--- config.mk ---
export PLATFORM = sky130hd
export DESIGN_NAME = pair_add_unit
export DESIGN_NICKNAME = d
export VERILOG_FILES = /design/src/rtl/pair_add_pkg.sv /design/src/rtl/pair_add_decode.sv /design/src/rtl/pair_add_alu.sv /design/src/rtl/pair_add_unit.sv
export SDC_FILE = /design/constraint.sdc
export NUM_CORES = 1
export LEC_CHECK = 0
export CORE_ASPECT_RATIO = 0.8
export CORE_MARGIN = 8
export CORE_UTILIZATION = 46
export CTS_CLUSTER_SIZE = 40
export DETAILED_ROUTE_END_ITERATION = 8
export HOLD_SLACK_MARGIN = 0.02
export PLACE_DENSITY = 0.89
export SYNTH_ARGS = -nofsm -noshare
export SYNTH_HDL_FRONTEND = slang
export SYNTH_HIERARCHICAL = 1
export SYNTH_SLANG_ARGS = --single-unit
--- constraint.sdc ---
create_clock -name clk -period 9.8 [get_ports clk]
set_input_delay 2.45 -clock clk [delete_from_list [all_inputs] [get_ports clk]]
set_output_delay 2.45 -clock clk [all_outputs]
set_load 0.01 [all_outputs]
--- src/rtl/pair_add_pkg.sv ---
package pair_add_pkg;

    // Prefix and opcode byte values
    localparam logic [7:0] PFX_NARROW = 8'h52;
    localparam logic [7:0] PFX_WIDE   = 8'h49;
    localparam logic [7:0] PFX_IX     = 8'hDD;
    localparam logic [7:0] PFX_IY     = 8'hFD;

    // Flag byte bit positions
    localparam int FLG_C = 0;
    localparam int FLG_N = 1;
    localparam int FLG_H = 4;
    localparam logic [7:0] FLG_KEEP_MASK = 8'hEC;

    typedef enum logic [1:0] {
        DST_HL = 2'd0,
        DST_IX = 2'd1,
        DST_IY = 2'd2
    } dst_e;

    typedef enum logic [1:0] {
        WOVR_NONE   = 2'd0,
        WOVR_NARROW = 2'd1,
        WOVR_WIDE   = 2'd2
    } wovr_e;

    typedef enum logic [1:0] {
        SRC_BC = 2'd0,
        SRC_DE = 2'd1,
        SRC_HL = 2'd2,
        SRC_SP = 2'd3
    } src_e;

    typedef struct packed {
        logic       fire;
        logic       bad;
        dst_e       dst;
        src_e       src;
        logic       wide;
        logic [1:0] cycles;
    } op_t;

    function automatic logic is_base_op(input logic [7:0] b);
        return (b[7:6] == 2'b00) && (b[3:0] == 4'b1001);
    endfunction

    function automatic logic is_width_pfx(input logic [7:0] b);
        return (b == PFX_NARROW) || (b == PFX_WIDE);
    endfunction

    function automatic logic is_index_pfx(input logic [7:0] b);
        return (b == PFX_IX) || (b == PFX_IY);
    endfunction

endpackage

--- src/rtl/pair_add_decode.sv ---
module pair_add_decode
    import pair_add_pkg::*;
(
    input  logic       clk,
    input  logic       rst,
    input  logic       byte_valid,
    input  logic [7:0] byte_in,
    input  logic       long_mode,
    output op_t        op
);

    wovr_e pend_w, pend_w_n;
    dst_e  pend_i, pend_i_n;

    always_comb begin
        op        = '0;
        op.dst    = pend_i;
        op.src    = src_e'(byte_in[5:4]);
        pend_w_n  = pend_w;
        pend_i_n  = pend_i;
        if (byte_valid) begin
            if (is_width_pfx(byte_in)) begin
                // width override only legal as the first prefix
                if (pend_w == WOVR_NONE && pend_i == DST_HL) begin
                    pend_w_n = (byte_in == PFX_NARROW) ? WOVR_NARROW : WOVR_WIDE;
                end else begin
                    op.bad   = 1'b1;
                    pend_w_n = WOVR_NONE;
                    pend_i_n = DST_HL;
                end
            end else if (is_index_pfx(byte_in)) begin
                if (pend_i == DST_HL) begin
                    pend_i_n = (byte_in == PFX_IX) ? DST_IX : DST_IY;
                end else begin
                    op.bad   = 1'b1;
                    pend_w_n = WOVR_NONE;
                    pend_i_n = DST_HL;
                end
            end else if (is_base_op(byte_in)) begin
                op.fire = 1'b1;
                case (pend_w)
                    WOVR_NARROW: op.wide = 1'b0;
                    WOVR_WIDE:   op.wide = 1'b1;
                    default:     op.wide = long_mode;
                endcase
                op.cycles = 2'd1
                          + {1'b0, (pend_w != WOVR_NONE)}
                          + {1'b0, (pend_i != DST_HL)};
                pend_w_n = WOVR_NONE;
                pend_i_n = DST_HL;
            end else begin
                op.bad   = 1'b1;
                pend_w_n = WOVR_NONE;
                pend_i_n = DST_HL;
            end
        end
    end

    always_ff @(posedge clk) begin
        if (rst) begin
            pend_w <= WOVR_NONE;
            pend_i <= DST_HL;
        end else begin
            pend_w <= pend_w_n;
            pend_i <= pend_i_n;
        end
    end

    // byte count never wraps to zero
    p_cycles_nonzero_r8: assert property (@(posedge clk) disable iff (rst)
        op.fire |-> (op.cycles != 2'd0));

    // a rejected byte never completes an instruction
    p_bad_not_fire_r10: assert property (@(posedge clk) disable iff (rst)
        op.bad |-> !op.fire);

    // idle cycles keep the pending prefixes
    p_idle_holds_r12: assert property (@(posedge clk) disable iff (rst)
        !byte_valid |=> ($stable(pend_w) && $stable(pend_i)));

endmodule

--- src/rtl/pair_add_alu.sv ---
module pair_add_alu
    import pair_add_pkg::*;
#(
    parameter int REG_W    = 24,
    parameter int NARROW_W = 16,
    parameter int HC_BIT   = 12
) (
    input  op_t                   op,
    input  logic [3:0][REG_W-1:0] src_bank,
    input  logic [2:0][REG_W-1:0] dst_bank,
    input  logic [7:0]            flags_in,
    output logic [REG_W-1:0]      result,
    output logic [7:0]            flags_new
);

    localparam int PAD_W = REG_W - NARROW_W;

    logic [REG_W-1:0]  a_val, b_val;
    logic [REG_W:0]    sum_wide;
    logic [NARROW_W:0] sum_narrow;
    logic [HC_BIT:0]   sum_half;
    logic              carry;

    always_comb begin
        case (op.dst)
            DST_IX:  a_val = dst_bank[1];
            DST_IY:  a_val = dst_bank[2];
            default: a_val = dst_bank[0];
        endcase
        b_val = src_bank[op.src];
    end

    assign sum_wide   = {1'b0, a_val} + {1'b0, b_val};
    assign sum_narrow = {1'b0, a_val[NARROW_W-1:0]} + {1'b0, b_val[NARROW_W-1:0]};
    assign sum_half   = {1'b0, a_val[HC_BIT-1:0]} + {1'b0, b_val[HC_BIT-1:0]};

    generate
        if (PAD_W > 0) begin : g_pad
            assign result = op.wide ? sum_wide[REG_W-1:0]
                                    : {{PAD_W{1'b0}}, sum_narrow[NARROW_W-1:0]};
        end else begin : g_nopad
            assign result = sum_wide[REG_W-1:0];
        end
    endgenerate

    assign carry = op.wide ? sum_wide[REG_W] : sum_narrow[NARROW_W];

    always_comb begin
        flags_new        = flags_in;
        flags_new[FLG_H] = sum_half[HC_BIT];
        flags_new[FLG_N] = 1'b0;
        flags_new[FLG_C] = carry;
    end

endmodule

--- src/rtl/pair_add_unit.sv ---
module pair_add_unit
    import pair_add_pkg::*;
#(
    parameter int REG_W    = 24,
    parameter int NARROW_W = 16,
    parameter int HC_BIT   = 12
) (
    input  logic             clk,
    input  logic             rst,
    input  logic             byte_valid,
    input  logic [7:0]       byte_in,
    input  logic             long_mode,
    input  logic [REG_W-1:0] reg_bc,
    input  logic [REG_W-1:0] reg_de,
    input  logic [REG_W-1:0] reg_hl,
    input  logic [REG_W-1:0] reg_sp,
    input  logic [REG_W-1:0] reg_ix,
    input  logic [REG_W-1:0] reg_iy,
    input  logic [7:0]       flags_in,
    output logic             done,
    output logic             illegal,
    output logic [1:0]       wb_dst,
    output logic [REG_W-1:0] wb_data,
    output logic [7:0]       flags_out,
    output logic [1:0]       cycles
);

    op_t                   op;
    logic [REG_W-1:0]      alu_res;
    logic [7:0]            alu_flags;
    logic [3:0][REG_W-1:0] src_bank;
    logic [2:0][REG_W-1:0] dst_bank;
    logic                  wide_q;

    assign src_bank = {reg_sp, reg_hl, reg_de, reg_bc};
    assign dst_bank = {reg_iy, reg_ix, reg_hl};

    pair_add_decode u_decode (
        .clk        (clk),
        .rst        (rst),
        .byte_valid (byte_valid),
        .byte_in    (byte_in),
        .long_mode  (long_mode),
        .op         (op)
    );

    pair_add_alu #(
        .REG_W    (REG_W),
        .NARROW_W (NARROW_W),
        .HC_BIT   (HC_BIT)
    ) u_alu (
        .op        (op),
        .src_bank  (src_bank),
        .dst_bank  (dst_bank),
        .flags_in  (flags_in),
        .result    (alu_res),
        .flags_new (alu_flags)
    );

    always_ff @(posedge clk) begin
        if (rst) begin
            done      <= 1'b0;
            illegal   <= 1'b0;
            wb_dst    <= 2'd0;
            wb_data   <= '0;
            flags_out <= 8'h00;
            cycles    <= 2'd0;
            wide_q    <= 1'b0;
        end else begin
            done    <= op.fire;
            illegal <= op.bad;
            if (op.fire) begin
                wb_dst    <= op.dst;
                wb_data   <= alu_res;
                flags_out <= alu_flags;
                cycles    <= op.cycles;
                wide_q    <= op.wide;
            end
        end
    end

    // a base opcode accepted at an edge completes in the next cycle
    p_base_done_r9: assert property (@(posedge clk) disable iff (rst)
        (byte_valid && is_base_op(byte_in)) |=> done);

    // rejection and completion never coincide
    p_illegal_no_done_r10: assert property (@(posedge clk) disable iff (rst)
        illegal |-> !done);

    // untouched flag bits follow the sampled input flags
    p_flags_keep_r7: assert property (@(posedge clk) disable iff (rst)
        done |-> ((flags_out & FLG_KEEP_MASK) == ($past(flags_in) & FLG_KEEP_MASK)));

    // subtract flag is cleared on completion
    p_n_clear_r6: assert property (@(posedge clk) disable iff (rst)
        done |-> !flags_out[FLG_N]);

    // narrow results carry nothing above the narrow width
    p_narrow_upper_r4: assert property (@(posedge clk) disable iff (rst)
        (done && !wide_q) |-> (wb_data[REG_W-1:NARROW_W] == '0));

endmodule

; ---- Word level (Yosys, flattened, before mapping)
; Cells that the tools add are included.
[totals]
ff_bits = 41
word_cells = 67
out_inout_bits = 38
in_bits = 164
[classes]
n_reduce_logical = 12
eq_ne = 11
magnitude_cmp = 1
n_bitwise = 1
addsub = 5
n_mux = 29
[ops]
columns = operator, n
row1 = binary-select mux 24 bit (select 2 bit), 1
row2 = 2-to-1 mux 24 bit, 2
row3 = case mux 24 bit (2 select lines), 1
row4 = adder 24 x 24 -> 25 bit, 1
row5 = 2-to-1 mux 2 bit, 11
row6 = adder 16 x 16 -> 17 bit, 1
row7 = "equality test 8 x 7 -> 1 bit, second input constant", 2
row8 = "equality test 8 bit, second input constant", 2
row9 = adder 12 x 12 -> 13 bit, 1
row10 = 2-to-1 mux 3 bit, 4
row11 = 2-to-1 mux 1 bit, 9
row12 = zero test 2 bit, 3
row13 = "equality test 2 x 1 -> 1 bit, second input constant", 2
row14 = "equality test 2 bit, second input constant", 2
row15 = "equality test 4 bit, second input constant", 1
row16 = AND reduction 2 bit, 2
row17 = nonzero test 2 bit, 2
row18 = "< comparator 2 x 3 -> 1 bit, second input constant", 1
row19 = "!= test 3 x 2 -> 1 bit, second input constant", 1
row20 = "adder 1 x 1 -> 2 bit, first input constant", 1
row21 = adder 2 x 1 -> 2 bit, 1
row22 = logical AND 1 bit, 2
row23 = logical OR 1 bit, 2
row24 = "!= test 2 bit, second input constant", 1
row25 = 3 further kinds, 3

; ---- Longest topological paths before layout
; Gate-level depths: netlist of the first run.
[depth]
word_depth = 8
ltp_mapped = 18
mapped_depth_nobuf = 15

; ---- Modules after synthesis
; The synthesis of the first run kept the hierarchy.
[modules_own_cells]
columns = module, instances, cells_each, area_per_inst_um2, seq_area_each_um2
row1 = pair_add_alu, 1, 333, 2509.9, 0.0
row2 = pair_add_unit, 1, 120, 1358.8, 760.7
row3 = pair_add_decode, 1, 45, 392.9, 80.1

; ---- Worst setup path after synthesis of the first run
; OpenSTA, ideal clock, no wires.
[synth_timing]
kind = input to register
from = in byte_in[4]
to = reg flags_out[0]
slack_ns = 4.287
setup_ns = 0.128
n_path_buf = 5
t_arrival_ns = 5.385
cell_stages = 15
path_cell_list = buf_4 -> clkbuf_1 -> buf_2 -> mux4_2 -> ha_1 -> clkbuf_2 -> a21oi_1 -> o21bai_1 -> a21oi_1 -> o21bai_1 -> a2111oi_0 -> o21ai_0 -> buf_4 -> mux2i_1 -> nor2_1
[synth_via]
elab_chain_len = 6
[synth_rtl]
columns = item, line_no
row1 = start: declaration, pair_add_unit.sv:11  ; input logic [7:0] byte_in,
row2 = branches (longest 5 deep; another with adder 24 x 24 -> 25 bit), -
row3 = 2-to-1 mux 1 bit *, pair_add_alu.sv:46  ; assign carry = op.wide ? sum_wide[REG_W] : sum_narrow[NARROW_W];
row4 = named net u_alu.carry, pair_add_alu.sv:22  ; logic carry;
row5 = end signal: assignment, pair_add_unit.sv:75  ; flags_out <= alu_flags;
row6 = end: declaration, pair_add_unit.sv:24  ; output logic [7:0] flags_out,
; Mark *: on every way through the listed nets, which the timed path passes. The select of a mux whose other input is x is not followed.
; A chain may end at the register's enable or synchronous reset.

; ---- Worst setup path in the final report of the first run
[layout_timing]
from = in byte_in[4]
to = reg flags_out[0]
[layout_via]
elab_chain_len = 6
[layout_rtl]
columns = item, line_no
row1 = branches (longest 5 deep; another with adder 24 x 24 -> 25 bit), -
row2 = 2-to-1 mux 1 bit *, pair_add_alu.sv:46
row3 = named net alu_flags[0], pair_add_unit.sv:30  ; logic [7:0] alu_flags;
; Marks and branches as above.

==> results of run 1 <==
-- critical path, stage by stage --
cell,delay (ps)
buf_2,650
mux4_2,630
ha_1,410
a21oi_1,260
o21bai_1,100
a21oi_1,280
o21bai_1,100
a2111oi_0,410
o21ai_0,240
mux2i_1,190
nor2_1,50
-- state kept, by name (all words and copies together), names as in the netlist --
register / count
flags_out: 8
cycles: 2
wb_dst: 2
u_decode/pend_w: 2
illegal: 1
u_decode/pend_i: 2
wb_data: 24
done: 1
-- cell usage in the layout, fill, tap and decap left out, types with 3 or more instances in the layout --
master / netlist / routed
mux4_2: 24 / 24
nand3_1: 7 / 7
o21ai_1: 3 / 3
o211ai_1: 3 / 3
nor3_1: 4 / 4
a22oi_1: 24 / 24
xor2_1: 5 / 5
dfxtp_1: 42 / 42
nand2b_1: 10 / 10
a31oi_1: 3 / 3
nand2_1: 49 / 49
nor2_1: 61 / 61
o21a_1: 3 / 3
ha_1: 29 / 29
clkdlybuf4s50_1: 0 / 197
buf_4: 10 / 5
clkbuf_16: 0 / 5
o21bai_1: 4 / 4
inv_1: 17 / 16
mux2i_1: 43 / 43
nor2b_1: 3 / 3
a21oi_1: 25 / 25
a21o_1: 5 / 5
nand4_1: 9 / 9
xnor2_1: 9 / 9
o21ai_0: 43 / 43
-- power groups by stage --
stage	registers, mW	clock network (mW)	logic (mW)
finish	0.172	0.181	0.247
global route	0.172	0.191	0.266
CTS	0.172	0.185	0.243
detailed placement	0.176	0	0.242
global placement	0.176	0	0.237
floorplan	0.176	0	0.148
-- routing by layer --
| metal | part of all wire (%) | global-route usage, % | wire (µm) | up-vias |
|---|---|---|---|---|
| li1 | - | - | - | 2141 |
| met1 | 44 | 31.0 | 6640 | 2117 |
| met2 | 47 | 37.3 | 7020 | 209 |
| met3 | 8.4 | 4.64 | 1260 | 12 |
| met4 | 1.0 | 4.99 | 153 | 0 |
| met5 | 0 | 0 | 0 | - |
-- cells by family after synthesis --
group	Yosys count
compound gates	127
xor+xnor	14
fa+ha+maj	30
buf+inv	59
flops	42
mux	67
other cells	1
simple gates	158
-- cell type report --
| type | count | share of cell area [%] |
|---|---|---|
| multi-input cells | 397 | 48.6 |
| clock buffers | 6 | 2.05 |
| inverters | 17 | 1.02 |
| flip-flops and latches | 42 | 13.4 |
| repair buffers | 203 | 32.1 |
| clock inverters | 2 | 0.598 |
| well taps | 115 | 2.29 |
-- how the worst max path moves through the flow --
stage | to | slack, ps | cells past startpoint | startpoint
final | flags_out[0] | 4160 | 11 | byte_in[4]
after global routing | flags_out[0] | 3870 | 11 | byte_in[4]
after CTS | wb_data[21] | 4160 | 11 | byte_in[4]
after detailed placement | wb_data[21] | 3890 | 11 | byte_in[4]
after global placement | flags_out[0] | 4010 | 11 | byte_in[4]
after floorplan | flags_out[0] | 4290 | 15 | byte_in[4]
==> results_dict.tcl, run 1 <==
set metrics [dict create \
    status "complete, no violations" \
    dieArea_um2 12600 \
    endpoint_kind "flop" \
    wire_per_inst_um 19.3 \
    swShare_pct 29.6 \
    grt_first_pass_wirelength_um 23100 \
    grt-ovfl-total 0 \
    post-cts-setup-buffers 0 \
    grtUsageTotal_pct 23.1 \
    synth_most_common_cell "nor2_1" \
    tightest_slew_ps 1040 \
    hold_class "flop to flop" \
    htree_levels 2 \
    fmax_ghz 0.177 \
    fp.dieH_um 102 \
    seqCellArea_um2 841 \
    cp-start-kind "primary input" \
    worst_r2r_path_depth 14 \
    cts.sinks 42 \
    yosysSeqAreaShare_pct 19.7 \
    worstHoldStart "flags_out[7]" \
    finalSetupViolations 0 \
    synth-adder-area-share_pct 8.98 \
    grt_max_degree 45 \
    pwr-share-comb_pct 41.2 \
    clk_path_buf_depth 2 \
    ant_nets 0 \
    vias_per_cell 5.73 \
    syn_area_um2 4260 \
    slew_viol_final 0 \
    postLayoutCoreUtil_pct 69.5 \
    rows 31 \
    synth_xor_area_share_pct 2.88 \
    core_area_um2 9040 \
    intPower_uw 422 \
    clk_latency_ps 280 \
    maxSlewHeadroom_pct 30.2 \
    syn_inst 498 \
    drt_pre_antenna_iters 5 \
    yosysTopAreaCell "dfxtp_1" \
    post-route-period-util_pct 57.6 \
    area_growth_pct 47.4 \
    r2r-end "wb_data[18]" \
    path_max_fanout 28 \
    grt_setup_unrepaired "false" \
    p_per_area_nw_per_um2 95.5 \
    antenna_found_initial 0 \
    synth-seq-cells 42 \
    power_switching_uw 177 \
    max_cap_viol_count 0 \
    min_period_ps 5640 \
    gp_congestion 0.926 \
    hold_viol 0 \
    post_cts_resize_count 0 \
    synth_cell_type_count 59 \
    finClkSkew_ps 3.89 \
    power.total_uw 600 \
    port_buffers 198 \
    start_util_pct 47.2 \
    synth_common_cells "61 x nor2_1, 49 x nand2_1, 43 x mux2i_1, 43 x o21ai_0, 42 x dfxtp_1" \
    worst_ep_required_time_ps 9950 \
    fin_ws_ps 4160 \
    dp_hpwl_um 12900 \
    postCtsHoldBufs 0 \
    worstSetupPathType "primary input to flop" \
    post-place-ws_ps 3890 \
    fin_setup_tns_ps 0 \
    syn_nets 692 \
    p_leak_nw 2.28 \
    fp.dieW_um 124 \
    seqPwrFrac_pct 28.7 \
    synth_ff_type "dfxtp_1" \
    cts_root_buffer "clkbuf_16" \
    synth_top_area_share_pct 19.7 \
    hold_path_depth 2 \
    avgSynthCellArea_um2 8.56 \
    placed_area_um2 6110 \
    tritoncts "yes" \
    final_design_area_no_fill_um2 6280 \
    drt_iter0_drc 274 \
    worstReg2RegStart "u_decode/pend_i[0]" \
    grt_pass1_vias 4553 \
    holdWs_ps 496 \
    synth_top_family_by_area "multiplexers" \
    routed_wirelength_um 15100 \
    clkPwrFrac_pct 30.2 \
    synth_compound_area_share_pct 19.0 \
    ios 202 \
    synth_mux_area_share_pct 22.8 \
    diodes 0 \
    fillers 754 \
    async_flop_share_pct 0 \
    cts_buffers 5 \
    via_count 4479 \
    ys_warn_count 6 \
    peakVddDrop_uv 119 \
    synthSimpleGateAreaFrac_pct 17.9 \
    synth_edf_count 0 \
    clk_pin_slew_worst_paths_ps 60 \
    arrival_ps 5800 \
    synthTopCellsByArea "dfxtp_1 20%, mux4_2 13%, mux2i_1 10%" \
    finalNonFillerCells 782 \
    drive_above_1_share_pct 7.50 \
    r2r_setup_slack_ps 5900 \
    multiInputGateArea_um2 3050 \
    place_inst 774 \
    whs_endpoint "flags_out[7]" \
    drcViolationCount 0 \
    fin_nets 860 \
]
Power figures use the tool's default switching activity.
==> run 2, diff against run 1 <==
CORE_UTILIZATION = 38   (was 46)
PLACE_DENSITY = 0.78   (was 0.89)
clock period = 4.81 ns   (was 9.8 ns; I/O delays follow)
==> run 2 against run 1 <==
Setup slack got worse by 3500 ps. Final cell count rose by 4.6%. Register-to-register slack worse by 4900 ps. Sequential power grew 100%. First-iteration DRC count grew 6.2%. Count of clock-buffer cells in the layout shrank 1. Core utilization decreased by 11 points. Global-route usage down 2.8 points. Clock skew barely moved. Sequential share of layout area shrank 0.27 points.
==> results_dict.tcl, run 2 (synthesized netlist as in run 1, its figures left out) <==
set metrics [dict create \
    status "complete, no violations" \
    drive_above_1_share_pct 8.61 \
    finClkSkew_ps 4.07 \
    fp.dieW_um 134 \
    peakVddDrop_uv 152 \
    endpoint_kind "flop" \
    min_period_ps 4130 \
    rows 34 \
    largest_register_ff_count 24 \
    pwr-share-comb_pct 39.6 \
    arrival_ps 4300 \
    fin_nets 867 \
    clk_path_buf_depth 2 \
    fin_setup_tns_ps 0 \
    start_util_pct 39.1 \
    tightest_slew_ps 1010 \
    hold_class "flop to flop" \
    drt_pre_antenna_iters 5 \
    post-route-period-util_pct 85.9 \
    grtUsageTotal_pct 20.3 \
    gp_congestion 0.887 \
    place_inst 810 \
    finalSetupViolations 0 \
    intPower_uw 917 \
    swShare_pct 28.7 \
    clkPwrFrac_pct 33.2 \
    grt_first_pass_wirelength_um 24500 \
    power_switching_uw 369 \
    post-place-ws_ps 419 \
    drcViolationCount 0 \
    power.total_mw 1.29 \
    fp.dieH_um 111 \
    routed_wirelength_um 15300 \
    core_area_um2 10900 \
    maxSlewHeadroom_pct 32.6 \
    post_cts_resize_count 0 \
    area_growth_pct 50.4 \
    clk_pin_slew_worst_paths_ps 60 \
    p_per_area_nw_per_um2 201 \
    clk_latency_ps 280 \
    cts.sinks 42 \
    ios 202 \
    seqPwrFrac_pct 27.2 \
    drt_iter0_drc 291 \
    grt_pass1_vias 4584 \
    worstSetupPathType "primary input to flop" \
    ant_nets 0 \
    via_count 4476 \
    max_cap_viol_count 0 \
    grt_max_degree 38 \
    dieArea_um2 14900 \
    postCtsHoldBufs 0 \
    slew_viol_final 0 \
    fillers 995 \
    diodes 0 \
    htree_levels 2 \
    multiInputGateArea_um2 3050 \
    hold_viol 0 \
    dp_hpwl_um 13400 \
    grt_setup_unrepaired "false" \
    antenna_found_initial 0 \
    holdWs_ps 487 \
    final_common_cell "clkdlybuf4s50_1" \
    port_buffers 198 \
    p_leak_nw 2.34 \
    cp-start-kind "primary input" \
    tritoncts "yes" \
    fmax_ghz 0.242 \
    final_cell_mix "197 x clkdlybuf4s50_1, 61 x nor2_1, 49 x nand2_1" \
    largest_register "wb_data" \
    vias_per_cell 5.47 \
    path_max_fanout 27 \
    largestRegisters "wb_data (24), flags_out (8)" \
    post-cts-setup-buffers 0 \
    cts_buffers 5 \
    worst_ep_required_time_ps 4970 \
    fin_ws_ps 677 \
    cts_root_buffer "clkbuf_16" \
    wire_per_inst_um 18.7 \
    seqCellArea_um2 841 \
    grt-ovfl-total 0 \
    finalNonFillerCells 818 \
]
==> run 2: stage by stage <==
stage,utilization [%],area [µm²]
2_1_floorplan,-,4260
3_3_place_gp,57.1,6220
3_5_place_dp,57.1,6220
4_1_cts,58.9,6410
5_1_grt,58.9,6410
6_report,58.9,6410
==> run 2: routing by layer <==
metal / vias up / part of all wire, % / global-route usage, %
li1: 2164 / - / -
met3: 10 / 8.4 / 5.16
met5: - / 0 / 0
met1: 2115 / 45 / 26.8
met4: 0 / 1.1 / 4.11
met2: 187 / 46 / 32.5
==> run 2: path summary, 6_finish.rpt <==
| path | slack (ps) | cells past startpoint | to | start |
|---|---|---|---|---|
| min reg2reg | 490 | 2 | u_decode/pend_w[0] | u_decode/pend_w[0] |
| max reg2reg | 980 | 14 | wb_data[18] | u_decode/pend_i[1] |
| max | 680 | 14 | wb_data[18] | byte_in[5] |
| min | 490 | 2 | u_decode/pend_w[0] | u_decode/pend_w[0] |
==> run 2: cell type report <==
cell class	count	area share, %
multi-input cells	397	47.6
repair buffers	210	32.4
flip-flops and latches	42	13.1
well taps	144	2.81
clock buffers	5	1.95
clock inverters	3	1.07
inverters	17	0.996
==> run 2: power groups by stage <==
stage | clock [mW] | sequential (mW) | combinational (mW)
after detailed placement | 0 | 0.358 | 0.503
after floorplan | 0 | 0.359 | 0.301
after global routing | 0.455 | 0.350 | 0.556
after CTS | 0.439 | 0.350 | 0.506
after global placement | 0 | 0.358 | 0.494
final | 0.427 | 0.350 | 0.509
==> run 2: worst max-delay path: stages <==
cell and delay (ps):
clkdlybuf4s50_1 500, buf_12 200, mux4_2 230, ha_1 160, inv_1 60, fa_1 420, nand2b_1 190, a21oi_1 310
o21ai_0 210, a21oi_1 220, o21ai_0 100, and3b_1 250, mux2i_1 160, nor2_1 70
